**src/rtl/trap_pkg.sv**
```systemverilog
// Shared cause encoding and the record passed from the selector to the
// state registers. Assumes at most eight interrupt lines (causes 8..15).
package trap_pkg;

    localparam int CAUSE_W = 4;

    typedef logic [CAUSE_W-1:0] cause_t;

    localparam cause_t C_SYSCALL  = 4'd0;
    localparam cause_t C_BREAK    = 4'd1;
    localparam cause_t C_PRIV     = 4'd2;
    localparam cause_t C_DIV0     = 4'd3;
    localparam cause_t C_PGFAULT  = 4'd4;
    localparam cause_t C_PARITY   = 4'd5;
    localparam cause_t C_IRQ_BASE = 4'd8;

    typedef struct packed {
        logic   take;    // a trap is entered on this edge
        cause_t cause;   // winning cause
    } trap_sel_t;

    // True for causes that resume after the trapping instruction.
    function automatic logic resumes_next(input cause_t c);
        return (c == C_SYSCALL) || (c == C_BREAK);
    endfunction

endpackage

```
**src/rtl/trap_select.sv**
```systemverilog
// Fixed-priority selection of the trap to take this cycle. Also gates
// privileged operations by the current mode. Purely combinational; the
// clock and reset are used only by the assertions.
// Assumes NIRQ <= 8 so that every interrupt cause fits in four bits.
module trap_select
    import trap_pkg::*;
#(
    parameter int NIRQ = 8
) (
    input  logic            clk,
    input  logic            rst_n,
    input  logic            mode_i,
    input  logic            syscall_i,
    input  logic            brk_i,
    input  logic            priv_op_i,
    input  logic            ret_i,
    input  logic            div0_i,
    input  logic            pgfault_i,
    input  logic            parity_i,
    input  logic [NIRQ-1:0] irq_i,
    output trap_sel_t       sel_o,
    output logic            priv_ok_o
);

    logic violation;

    // A privileged request or a return from user mode is a violation.
    assign violation = !mode_i && (priv_op_i || ret_i);

    // Privileged operations run only in kernel mode.
    assign priv_ok_o = mode_i && priv_op_i;

    // Priority chain: lowest priority written first, later writes win.
    always_comb begin
        sel_o.take  = 1'b0;
        sel_o.cause = C_SYSCALL;
        for (int i = NIRQ - 1; i >= 0; i--) begin
            if (irq_i[i]) begin
                sel_o.take  = 1'b1;
                sel_o.cause = cause_t'(C_IRQ_BASE + cause_t'(i));
            end
        end
        if (syscall_i) begin sel_o.take = 1'b1; sel_o.cause = C_SYSCALL; end
        if (brk_i)     begin sel_o.take = 1'b1; sel_o.cause = C_BREAK;   end
        if (violation) begin sel_o.take = 1'b1; sel_o.cause = C_PRIV;    end
        if (div0_i)    begin sel_o.take = 1'b1; sel_o.cause = C_DIV0;    end
        if (pgfault_i) begin sel_o.take = 1'b1; sel_o.cause = C_PGFAULT; end
        if (parity_i)  begin sel_o.take = 1'b1; sel_o.cause = C_PARITY;  end
    end

    // user mode never lets a privileged operation through.
    p_user_blocked_r8: assert property (@(posedge clk) disable iff (!rst_n)
        !mode_i |-> !priv_ok_o);

    // a privileged request in user mode always produces a trap.
    p_user_traps_r8: assert property (@(posedge clk) disable iff (!rst_n)
        (!mode_i && priv_op_i) |-> sel_o.take);

    // the parity abort outranks every other source.
    p_parity_first_r6: assert property (@(posedge clk) disable iff (!rst_n)
        parity_i |-> (sel_o.cause == C_PARITY));

endmodule

```
**src/rtl/trap_vector.sv**
```systemverilog
// Computes the handler entry address and the resume PC for the selected
// cause. Purely combinational.
module trap_vector
    import trap_pkg::*;
#(
    parameter int              XLEN        = 32,
    parameter int              INSN_BYTES  = 4,
    parameter logic [XLEN-1:0] SYSCALL_VEC = 32'h8000_0080,
    parameter logic [XLEN-1:0] TRAP_VEC    = 32'h8000_0100
) (
    input  trap_sel_t       sel_i,
    input  logic [XLEN-1:0] cur_pc_i,
    output logic [XLEN-1:0] handler_pc_o,
    output logic [XLEN-1:0] resume_pc_o
);

    localparam logic [XLEN-1:0] STEP = XLEN'(INSN_BYTES);

    // System calls enter their own handler; all else shares one.
    assign handler_pc_o = (sel_i.cause == C_SYSCALL) ? SYSCALL_VEC : TRAP_VEC;

    // Calls and breakpoints resume after the instruction; others retry it.
    assign resume_pc_o = resumes_next(sel_i.cause) ? (cur_pc_i + STEP) : cur_pc_i;

endmodule

```
**src/rtl/trap_state.sv**
```systemverilog
// Privilege-state registers: mode, kernel stack pointer, saved context and
// next-PC/SP outputs. A trap and a return each update everything in one
// edge. Assumes the selector has already resolved priorities.
module trap_state
    import trap_pkg::*;
#(
    parameter int              XLEN        = 32,
    parameter logic [XLEN-1:0] BOOT_ADDR   = 32'h0000_1000,
    parameter logic [XLEN-1:0] KSTACK_TOP  = 32'hFFFF_F000,
    parameter logic [XLEN-1:0] SYSCALL_VEC = 32'h8000_0080
) (
    input  logic            clk,
    input  logic            rst_n,
    input  trap_sel_t       sel_i,
    input  logic [XLEN-1:0] handler_pc_i,
    input  logic [XLEN-1:0] resume_pc_i,
    input  logic            ret_i,
    input  logic [XLEN-1:0] cur_sp_i,
    output logic            mode_o,
    output logic            redirect_o,
    output logic [XLEN-1:0] next_pc_o,
    output logic [XLEN-1:0] next_sp_o,
    output cause_t          cause_o
);

    logic            mode_q;
    logic            redirect_q;
    logic [XLEN-1:0] next_pc_q;
    logic [XLEN-1:0] next_sp_q;
    logic [XLEN-1:0] ksp_q;
    logic [XLEN-1:0] spc_q;
    logic [XLEN-1:0] ssp_q;
    logic            smode_q;
    cause_t          scause_q;
    logic            do_ret;

    // A return counts only in kernel mode and only when no trap competes.
    assign do_ret = ret_i && mode_q && !sel_i.take;

    // Single-edge update of the whole privilege context.
    always_ff @(posedge clk) begin
        if (!rst_n) begin
            mode_q     <= 1'b1;
            redirect_q <= 1'b1;
            next_pc_q  <= BOOT_ADDR;
            next_sp_q  <= KSTACK_TOP;
            ksp_q      <= KSTACK_TOP;
            spc_q      <= '0;
            ssp_q      <= '0;
            smode_q    <= 1'b0;
            scause_q   <= C_SYSCALL;
        end else if (sel_i.take) begin
            mode_q     <= 1'b1;
            redirect_q <= 1'b1;
            next_pc_q  <= handler_pc_i;
            next_sp_q  <= mode_q ? cur_sp_i : ksp_q;
            spc_q      <= resume_pc_i;
            ssp_q      <= cur_sp_i;
            smode_q    <= mode_q;
            scause_q   <= sel_i.cause;
        end else if (do_ret) begin
            mode_q     <= smode_q;
            redirect_q <= 1'b1;
            next_pc_q  <= spc_q;
            next_sp_q  <= ssp_q;
            if (!smode_q) begin
                ksp_q <= cur_sp_i;
            end
        end else begin
            redirect_q <= 1'b0;
        end
    end

    assign mode_o     = mode_q;
    assign redirect_o = redirect_q;
    assign next_pc_o  = next_pc_q;
    assign next_sp_o  = next_sp_q;
    assign cause_o    = scause_q;

    // any trap lands in kernel mode with a redirect.
    p_enter_kernel_r3: assert property (@(posedge clk) disable iff (!rst_n)
        sel_i.take |=> (mode_q && redirect_q));

    // entry from user mode swaps to the kernel stack.
    p_user_stack_r4: assert property (@(posedge clk) disable iff (!rst_n)
        (sel_i.take && !mode_q) |=> (next_sp_q == $past(ksp_q)));

    // entry from kernel mode keeps the live stack.
    p_kern_stack_r4: assert property (@(posedge clk) disable iff (!rst_n)
        (sel_i.take && mode_q) |=> (next_sp_q == $past(cur_sp_i)));

    // system calls reach their dedicated handler.
    p_syscall_vec_r5: assert property (@(posedge clk) disable iff (!rst_n)
        (sel_i.take && sel_i.cause == C_SYSCALL) |=> (next_pc_q == SYSCALL_VEC));

    // a kernel return restores the saved mode and PC.
    p_ret_restore_r9: assert property (@(posedge clk) disable iff (!rst_n)
        do_ret |=> (mode_q == $past(smode_q) && next_pc_q == $past(spc_q)));

    // a return alongside a trap leaves kernel mode in place.
    p_ret_ignored_r11: assert property (@(posedge clk) disable iff (!rst_n)
        (sel_i.take && ret_i) |=> mode_q);

    // a quiet cycle drops the redirect and holds the mode.
    p_quiet_r12: assert property (@(posedge clk) disable iff (!rst_n)
        (!sel_i.take && !ret_i) |=> (!redirect_q && mode_q == $past(mode_q)));

endmodule

```
**src/rtl/trap_ctl_unit.sv**
```systemverilog
// Top of the trap entry and return unit: the selector resolves the event,
// the vector stage forms addresses, and the state stage commits them.
// Assumes trap sources are valid for the cycle they are asserted.
module trap_ctl_unit
    import trap_pkg::*;
#(
    parameter int              XLEN        = 32,
    parameter int              NIRQ        = 8,
    parameter int              INSN_BYTES  = 4,
    parameter logic [XLEN-1:0] BOOT_ADDR   = 32'h0000_1000,
    parameter logic [XLEN-1:0] SYSCALL_VEC = 32'h8000_0080,
    parameter logic [XLEN-1:0] TRAP_VEC    = 32'h8000_0100,
    parameter logic [XLEN-1:0] KSTACK_TOP  = 32'hFFFF_F000
) (
    input  logic            clk,
    input  logic            rst_n,
    input  logic [XLEN-1:0] cur_pc_i,
    input  logic [XLEN-1:0] cur_sp_i,
    input  logic            syscall_i,
    input  logic            brk_i,
    input  logic            priv_op_i,
    input  logic            div0_i,
    input  logic            pgfault_i,
    input  logic            parity_i,
    input  logic [NIRQ-1:0] irq_i,
    input  logic            ret_i,
    output logic            mode_o,
    output logic            redirect_o,
    output logic [XLEN-1:0] next_pc_o,
    output logic [XLEN-1:0] next_sp_o,
    output logic [3:0]      cause_o,
    output logic            priv_ok_o
);

    trap_sel_t       sel;
    logic [XLEN-1:0] handler_pc;
    logic [XLEN-1:0] resume_pc;
    logic            mode;

    trap_select #(.NIRQ(NIRQ)) u_select (
        .clk       (clk),
        .rst_n     (rst_n),
        .mode_i    (mode),
        .syscall_i (syscall_i),
        .brk_i     (brk_i),
        .priv_op_i (priv_op_i),
        .ret_i     (ret_i),
        .div0_i    (div0_i),
        .pgfault_i (pgfault_i),
        .parity_i  (parity_i),
        .irq_i     (irq_i),
        .sel_o     (sel),
        .priv_ok_o (priv_ok_o)
    );

    trap_vector #(
        .XLEN        (XLEN),
        .INSN_BYTES  (INSN_BYTES),
        .SYSCALL_VEC (SYSCALL_VEC),
        .TRAP_VEC    (TRAP_VEC)
    ) u_vector (
        .sel_i        (sel),
        .cur_pc_i     (cur_pc_i),
        .handler_pc_o (handler_pc),
        .resume_pc_o  (resume_pc)
    );

    trap_state #(
        .XLEN        (XLEN),
        .BOOT_ADDR   (BOOT_ADDR),
        .KSTACK_TOP  (KSTACK_TOP),
        .SYSCALL_VEC (SYSCALL_VEC)
    ) u_state (
        .clk          (clk),
        .rst_n        (rst_n),
        .sel_i        (sel),
        .handler_pc_i (handler_pc),
        .resume_pc_i  (resume_pc),
        .ret_i        (ret_i),
        .cur_sp_i     (cur_sp_i),
        .mode_o       (mode),
        .redirect_o   (redirect_o),
        .next_pc_o    (next_pc_o),
        .next_sp_o    (next_sp_o),
        .cause_o      (cause_o)
    );

    assign mode_o = mode;

    // the mode output is always a defined single bit.
    p_mode_known_r1: assert property (@(posedge clk) disable iff (!rst_n)
        !$isunknown(mode_o));

endmodule

```
**config.mk**
```make
export PLATFORM = sky130hd
export DESIGN_NAME = trap_ctl_unit
export DESIGN_NICKNAME = d
export VERILOG_FILES = /design/src/rtl/trap_pkg.sv /design/src/rtl/trap_select.sv /design/src/rtl/trap_vector.sv /design/src/rtl/trap_state.sv /design/src/rtl/trap_ctl_unit.sv
export SDC_FILE = /design/constraint.sdc
export NUM_CORES = 1
export LEC_CHECK = 0
export CAP_MARGIN = 20
export CORE_MARGIN = 5
export CORE_UTILIZATION = 31
export CTS_CLUSTER_SIZE = 10
export DETAILED_ROUTE_END_ITERATION = 16
export DONT_BUFFER_PORTS = 1
export GPL_TIMING_DRIVEN = 0
export HOLD_SLACK_MARGIN = 0.02
export PLACE_DENSITY = 0.52
export SYNTH_ARGS = -nofsm -noshare
export SYNTH_HDL_FRONTEND = slang
export SYNTH_SLANG_ARGS = --single-unit
```
**constraint.sdc**
```tcl
create_clock -name clk -period 2.4 [get_ports clk]
set_input_delay 0.48 -clock clk [delete_from_list [all_inputs] [get_ports clk]]
set_output_delay 0.48 -clock clk [all_outputs]
set_load 0.005 [all_outputs]
```
-- After elaboration in Yosys (flattened, before gate mapping)
Index checks and enable logic that the tools add are counted.
- input bits: 81
- flip-flop bits (word level): 167
- $add $sub $neg: 1
- mux-type cells: 22
- reduce and logical (&&, ||, !) cells: 12
- eq/ne operators: 1
- bitwise gates (word level): 3
- operators with widths (kind ; number):
    $mux 32 ; 6
    $mux 5 ; 14
    $add 32x3->32 const B ; 1
    $mux 9 ; 1
    $eq 4x1->1 const B ; 1
    $logic_and 1x1->1 ; 4
    $logic_not 4->1 ; 1
    $not 1->1 ; 3
    $reduce_and 3->1 ; 1
    $logic_not 1->1 ; 2
    $logic_or 1x1->1 ; 2
    $reduce_bool 2->1 ; 1
    $reduce_or 2->1 ; 1
    $mux 1 ; 1

-- Depth between registers and ports, before layout
- word-level depth: 18
- mapped depth: 8
- mapped depth without buffers: 6

-- Cells and area by module
Synthesis repeated with hierarchy kept, for this count alone.
- cells, all modules: 873
- area, all modules: 7880.1 um2
- by module, submodules not included (module ; cells each ; area an instance (um2) ; times used):
    trap_state ; 720 ; 6805.3 ; 1
    trap_vector ; 125 ; 908.4 ; 1
    trap_select ; 28 ; 166.4 ; 1

-- Worst setup path before layout
Ideal clock, no wire load.
- path type: input to register
- start: in brk_i
- end: reg u_state.ksp_q[12]
- setup time: 137 ps
- setup slack: 279 ps
- data arrival time: 1984 ps
- path buffers: 2
- required time: 2263 ps
- stages on the path: 8
- path through: or3_1 -> nor2_1 -> nand4_1 -> or3_1 -> clkbuf_1 -> clkbuf_1 -> nand2_1 -> nand3_1
- cells in the longest elaborated chain, start to end: 8
- elaborated cells between the ends (all ways): 9
- ends and longest elaborated chain (element ; line ; source):
    from (decl) ; trap_ctl_unit.sv:20 ; input logic brk_i,
    $mux 5 (*) ; trap_select.sv:44 ; if (brk_i) begin sel_o.take = 1'b1; sel_o.cause = C_BREAK; end
    $mux 5 (*) ; trap_select.sv:45 ; if (violation) begin sel_o.take = 1'b1; sel_o.cause = C_PRIV; end
    $mux 5 (*) ; trap_select.sv:46 ; if (div0_i) begin sel_o.take = 1'b1; sel_o.cause = C_DIV0; end
    $mux 5 (*) ; trap_select.sv:47 ; if (pgfault_i) begin sel_o.take = 1'b1; sel_o.cause = C_PGFAULT; end
    $mux 5 (*) ; trap_select.sv:48 ; if (parity_i) begin sel_o.take = 1'b1; sel_o.cause = C_PARITY; end
    $logic_not 1->1 ; trap_state.sv:38 ; assign do_ret = ret_i && mode_q && !sel_i.take;
    $logic_and 1x1->1 ; trap_state.sv:38 ;
    $reduce_and 3->1 (no line) (*) ; - ;
    to (signal assigned) ; trap_state.sv:67 ; ksp_q <= cur_sp_i;
    to (decl) ; trap_state.sv:30 ; logic [XLEN-1:0] ksp_q;
Mark *: on every way between the ends. The rest lies on a longest branch, timed or not.
A chain may end at the register's enable or synchronous reset.

-- Final worst setup path
- start: reg u_state.mode_q, in the netlist u_state.mode_o
- end: reg u_state.next_sp_q[20], in the netlist u_state.next_sp_o[20]
- cells in the longest elaborated chain, start to end: 9
- elaborated cells between the ends (all ways): 12
- ends and longest elaborated chain (element ; line ; source):
    from (decl) ; trap_state.sv:26 ; logic mode_q;
    from (signal assigned) ; trap_state.sv:62 ; mode_q <= smode_q;
    $logic_not 1->1 ; trap_select.sv:28 ; assign violation = !mode_i && (priv_op_i || ret_i);
    $logic_and 1x1->1 ; trap_select.sv:28 ;
    $mux 5 ; trap_select.sv:45 ;
    $mux 5 ; trap_select.sv:46 ;
    $mux 5 ; trap_select.sv:47 ;
    $mux 5 ; trap_select.sv:48 ;
    $logic_not 1->1 ; trap_state.sv:38 ;
    $logic_and 1x1->1 ; trap_state.sv:38 ;
    $reduce_bool 2->1 (no line) ; - ;
    to (signal assigned) ; trap_state.sv:56 ; next_sp_q <= mode_q ? cur_sp_i : ksp_q;
    to (signal assigned) ; trap_state.sv:65 ; next_sp_q <= ssp_q;
    to (decl) ; trap_state.sv:29 ; logic [XLEN-1:0] next_sp_q;
Parallel ways exist; a longest one is shown, timed or not.

==> metrics <==
overall power between 6 and 7 mW; Iter 0 DRT Violations 370; TritonCTS buffer count 17; Distinct cells, synth between 40 and 50; Syn Inst Count 908; Max clock buf depth 2; compound-gate portion of the synthesized area between 10% and 20%; fmax around 0.46 GHz; met3 wire len roughly 2.3 mm; # nets final just over 1000; clock share of power 46.3%; Finished Cell Area 8152 µm²; Mapped Nets 990; Yosys reg bits 167; WHS Endpoint u_state.ksp_q[20]; row count 55; core area between 20000 and 25000 µm²; Die H between 150 and 200 µm; Reg power frac 48.6%; top-count cell post-synth nand2_1; P_leak ~3.0 nW; Synth top cells by count 303 x nand2_1, 167 x dfxtp_1, 74 x a21oi_1, 52 x o21ai_0, 46 x nand3_1; met2 WL post-DR 11.13 mm; RSZ-0062 raised after global routing no; vias in the first global route about 6200; register area share after synthesis approximately 47%; Setup crit end kind flip-flop; Final Max Slew Viols 0; slew margin rel. between 50% and 60%; Clock transition at path regs about 0.070 ns; Peak VDD IR ~0.39 mV; Yosys top cell area share 46.52%; via count between 6000 and 7000; worst setup path class flip-flop to flip-flop; fin crit period roughly 2.2 ns; Post-synth EDFFs 0; uppermost layer routed met4; Synth-to-Final Area Change 13.42%; post-synthesis mux area share 3.552%; DRT Wirelength between 20 and 25 mm; Async S/R FF share, synth 0%; share of cells above drive strength 1 ~8.7%; FF-to-FF path depth 5; outcome finished, final reports clean; DR vias/cell approximately 5; fin util 35.90%; Reg-to-Reg Start u_state.mode_o; total of max-cap violations 0; setup ws final between 0.2 and 0.25 ns; final worst-path cycle share around nine tenths; H-tree levels 4; clk_lat worst skew between 0.4 and 0.5 ns; final setup violation count 0; Max Fanout on Critical Path 10; ys flop type dfxtp_1; largest net degree at the start of global routing 17; setup slack at placement -0.3557 ns; ANT cells 0; Combinational Power Share around 5.1%; Largest stage delay, worst path 0.58 ns; clock sinks approximately 170; FILL cells ~2400; # hold bufs at CTS 0; net switching power roughly 1.4 mW; Slowest-stage cell, CP clkbuf_1; Pint approximately 4.6 mW; WL met1 approximately 9.5 mm; CP cell instances clkbuf_1 -> clkbuf_1 -> mux2_2 -> o21ai_0 -> nand2_1; R2R Setup Slk 0.20 ns; hold path depth 2; Clock Skew between 0.006 and 0.007 ns; hold violation count in the final report 0; Crit path required time approximately 2.7 ns; GRT Resource Usage Total between 10% and 20%; post-synthesis cell area approximately 7000 µm²; Initial Utilization 31.65%; Adder-Cell Fraction of Synth Area less than 1%; Syn. warnings 0; Die X 162.3 µm; Worst EP arrival 2.49 ns; post-route ant nets 0; Simple-Gate Fraction of Synth Area 25.91%; Syn Area/Cell between 7 and 8 µm²; gpl congestion between 0.8 and 0.9; Startpoint Class flip-flop; DP Area roughly 7500 µm²; CTS tree built; Ports about 150; Post-route DRC 0; hold path startpoint cur_sp_i[20]; initial antenna violation count 0; Synth area leader dfxtp_1; Critical Path Most Common Cell clkbuf_1; Switching Share 23.37%; top cells by area, synth dfxtp_1 47%, nand2_1 16%, a21oi_1 5.2%; FF-to-FF End u_state.next_sp_o[20]; final global-route overflow total 0; measured slew at the worst slew-check pin approximately 0.74 ns; clock root buffer clkbuf_16; first-pass GRT wire length between 30 and 40 mm; DR pass1 iterations 5; IO Port Bufs 0; Hold Path Class input pin to flip-flop; per-cell routed wire length between 15 and 20 µm; largest family of logic cells by synthesized area simple AND/OR/NAND/NOR gates; die area roughly 26000 µm²; Final HPWL DP 16.82 mm; Post-Synth XOR/XNOR Area about 3.4%; Pwr Density about 740 nW/µm²
-- metrics by stage --
stage | instances | setup TNS (ns) | hold WS [ns]
final | 1223 | 0 | 0.1687
after global routing | 1223 | 0 | 0.1585
after CTS | 1223 | 0 | 0.1531
after detailed placement | 1193 | -23.10 | 0.4402
after global placement | 1193 | -23.00 | 0.4333
after floorplan | 908 | 0 | 0.4248
-- critical path, delay by kind of cell (launching register included) --
kind | cells | cell delay, ns
buffers and inverters | 2 | 1.02
DFF | 1 | 0.41
muxes | 1 | 0.40
AOI/OAI and AO/OA | 1 | 0.16
and+or+nand+nor | 1 | 0.07
-- layout make-up --
| class | instances | area, µm² | area share [%] |
|---|---|---|---|
| multi-input cells | 668 | 3531 | 43.32 |
| flip-flops and latches | 167 | 3344 | 41.03 |
| clock buffers | 19 | 432.9 | 5.311 |
| well taps | 285 | 356.6 | 4.375 |
| plain buffers | 66 | 307.8 | 3.776 |
| clock inverters | 11 | 152.6 | 1.873 |
| inverters | 7 | 26.28 | 0.3223 |
-- routing by layer --
layer | vias up | GRT usage (%)
li1 | 3106 | -
met1 | 2899 | 21.03
met2 | 180 | 29.61
met3 | 16 | 7.359
met4 | 0 | 3.922
met5 | - | 0
-- cells in the final DEF, fill, tap and decap left out, drive strengths merged, types with 6 or more instances in the layout --
cell type  netlist  routed
and3             6       6
buf             21      22
nor4             6       6
a311oi          12      12
a21boi          29      29
mux2            20      20
nand3           47      47
a21oi           74      74
nor2b           12      12
nor2            12      12
xor2            25      25
a211oi          13      13
dfxtp          167     167
o21ai           53      53
nand4           24      24
inv              6       7
nand2          303     303
clkbuf          45      63
-- flip-flops by register name, summed over array words and instances, names as in the netlist --
register / cells
u_state.smode_q: 1
u_state.ksp_q: 32
u_state.redirect_o: 1
u_state.next_pc_o: 32
u_state.ssp_q: 32
u_state.cause_o: 4
u_state.mode_o: 1
u_state.spc_q: 32
u_state.next_sp_o: 32
-- repair_timing --
action	4_1_cts	5_1_grt
resized for setup	8	5
endpoints found under the setup margin	29	45
gates cloned	0	0
buffers inserted	0	0
pin swaps	1	0
-- power groups by stage --
stage | logic (mW) | clock network, mW | registers, mW
final | 0.310 | 2.79 | 2.93
after global routing | 0.351 | 2.97 | 2.94
after CTS | 0.314 | 2.85 | 2.93
after global placement | 0.308 | 0 | 2.99
after floorplan | 0.230 | 0 | 2.97
after detailed placement | 0.312 | 0 | 2.99
-- cells by family after synthesis --
family,count (synthesis)
simple gates,426
fa+ha+maj,1
xor+xnor,28
mux,23
compound gates,190
buf+inv,73
flops,167
-- how the worst max path moves through the flow --
stage                            end           start  cells after the start  slack [ns]
6_report       u_state.next_sp_o[20]  u_state.mode_o                      5        0.20
3_5_place_dp   u_state.next_pc_o[24]        irq_i[3]                      7       -0.36
3_3_place_gp   u_state.next_pc_o[21]        irq_i[3]                      7       -0.36
4_1_cts        u_state.next_pc_o[24]  u_state.mode_o                      6        0.02
5_1_grt            u_state.ksp_q[16]  u_state.mode_o                      8        0.01
2_1_floorplan      u_state.ksp_q[12]           brk_i                      8        0.28
Note: power is estimated with default switching activity, not from simulation.
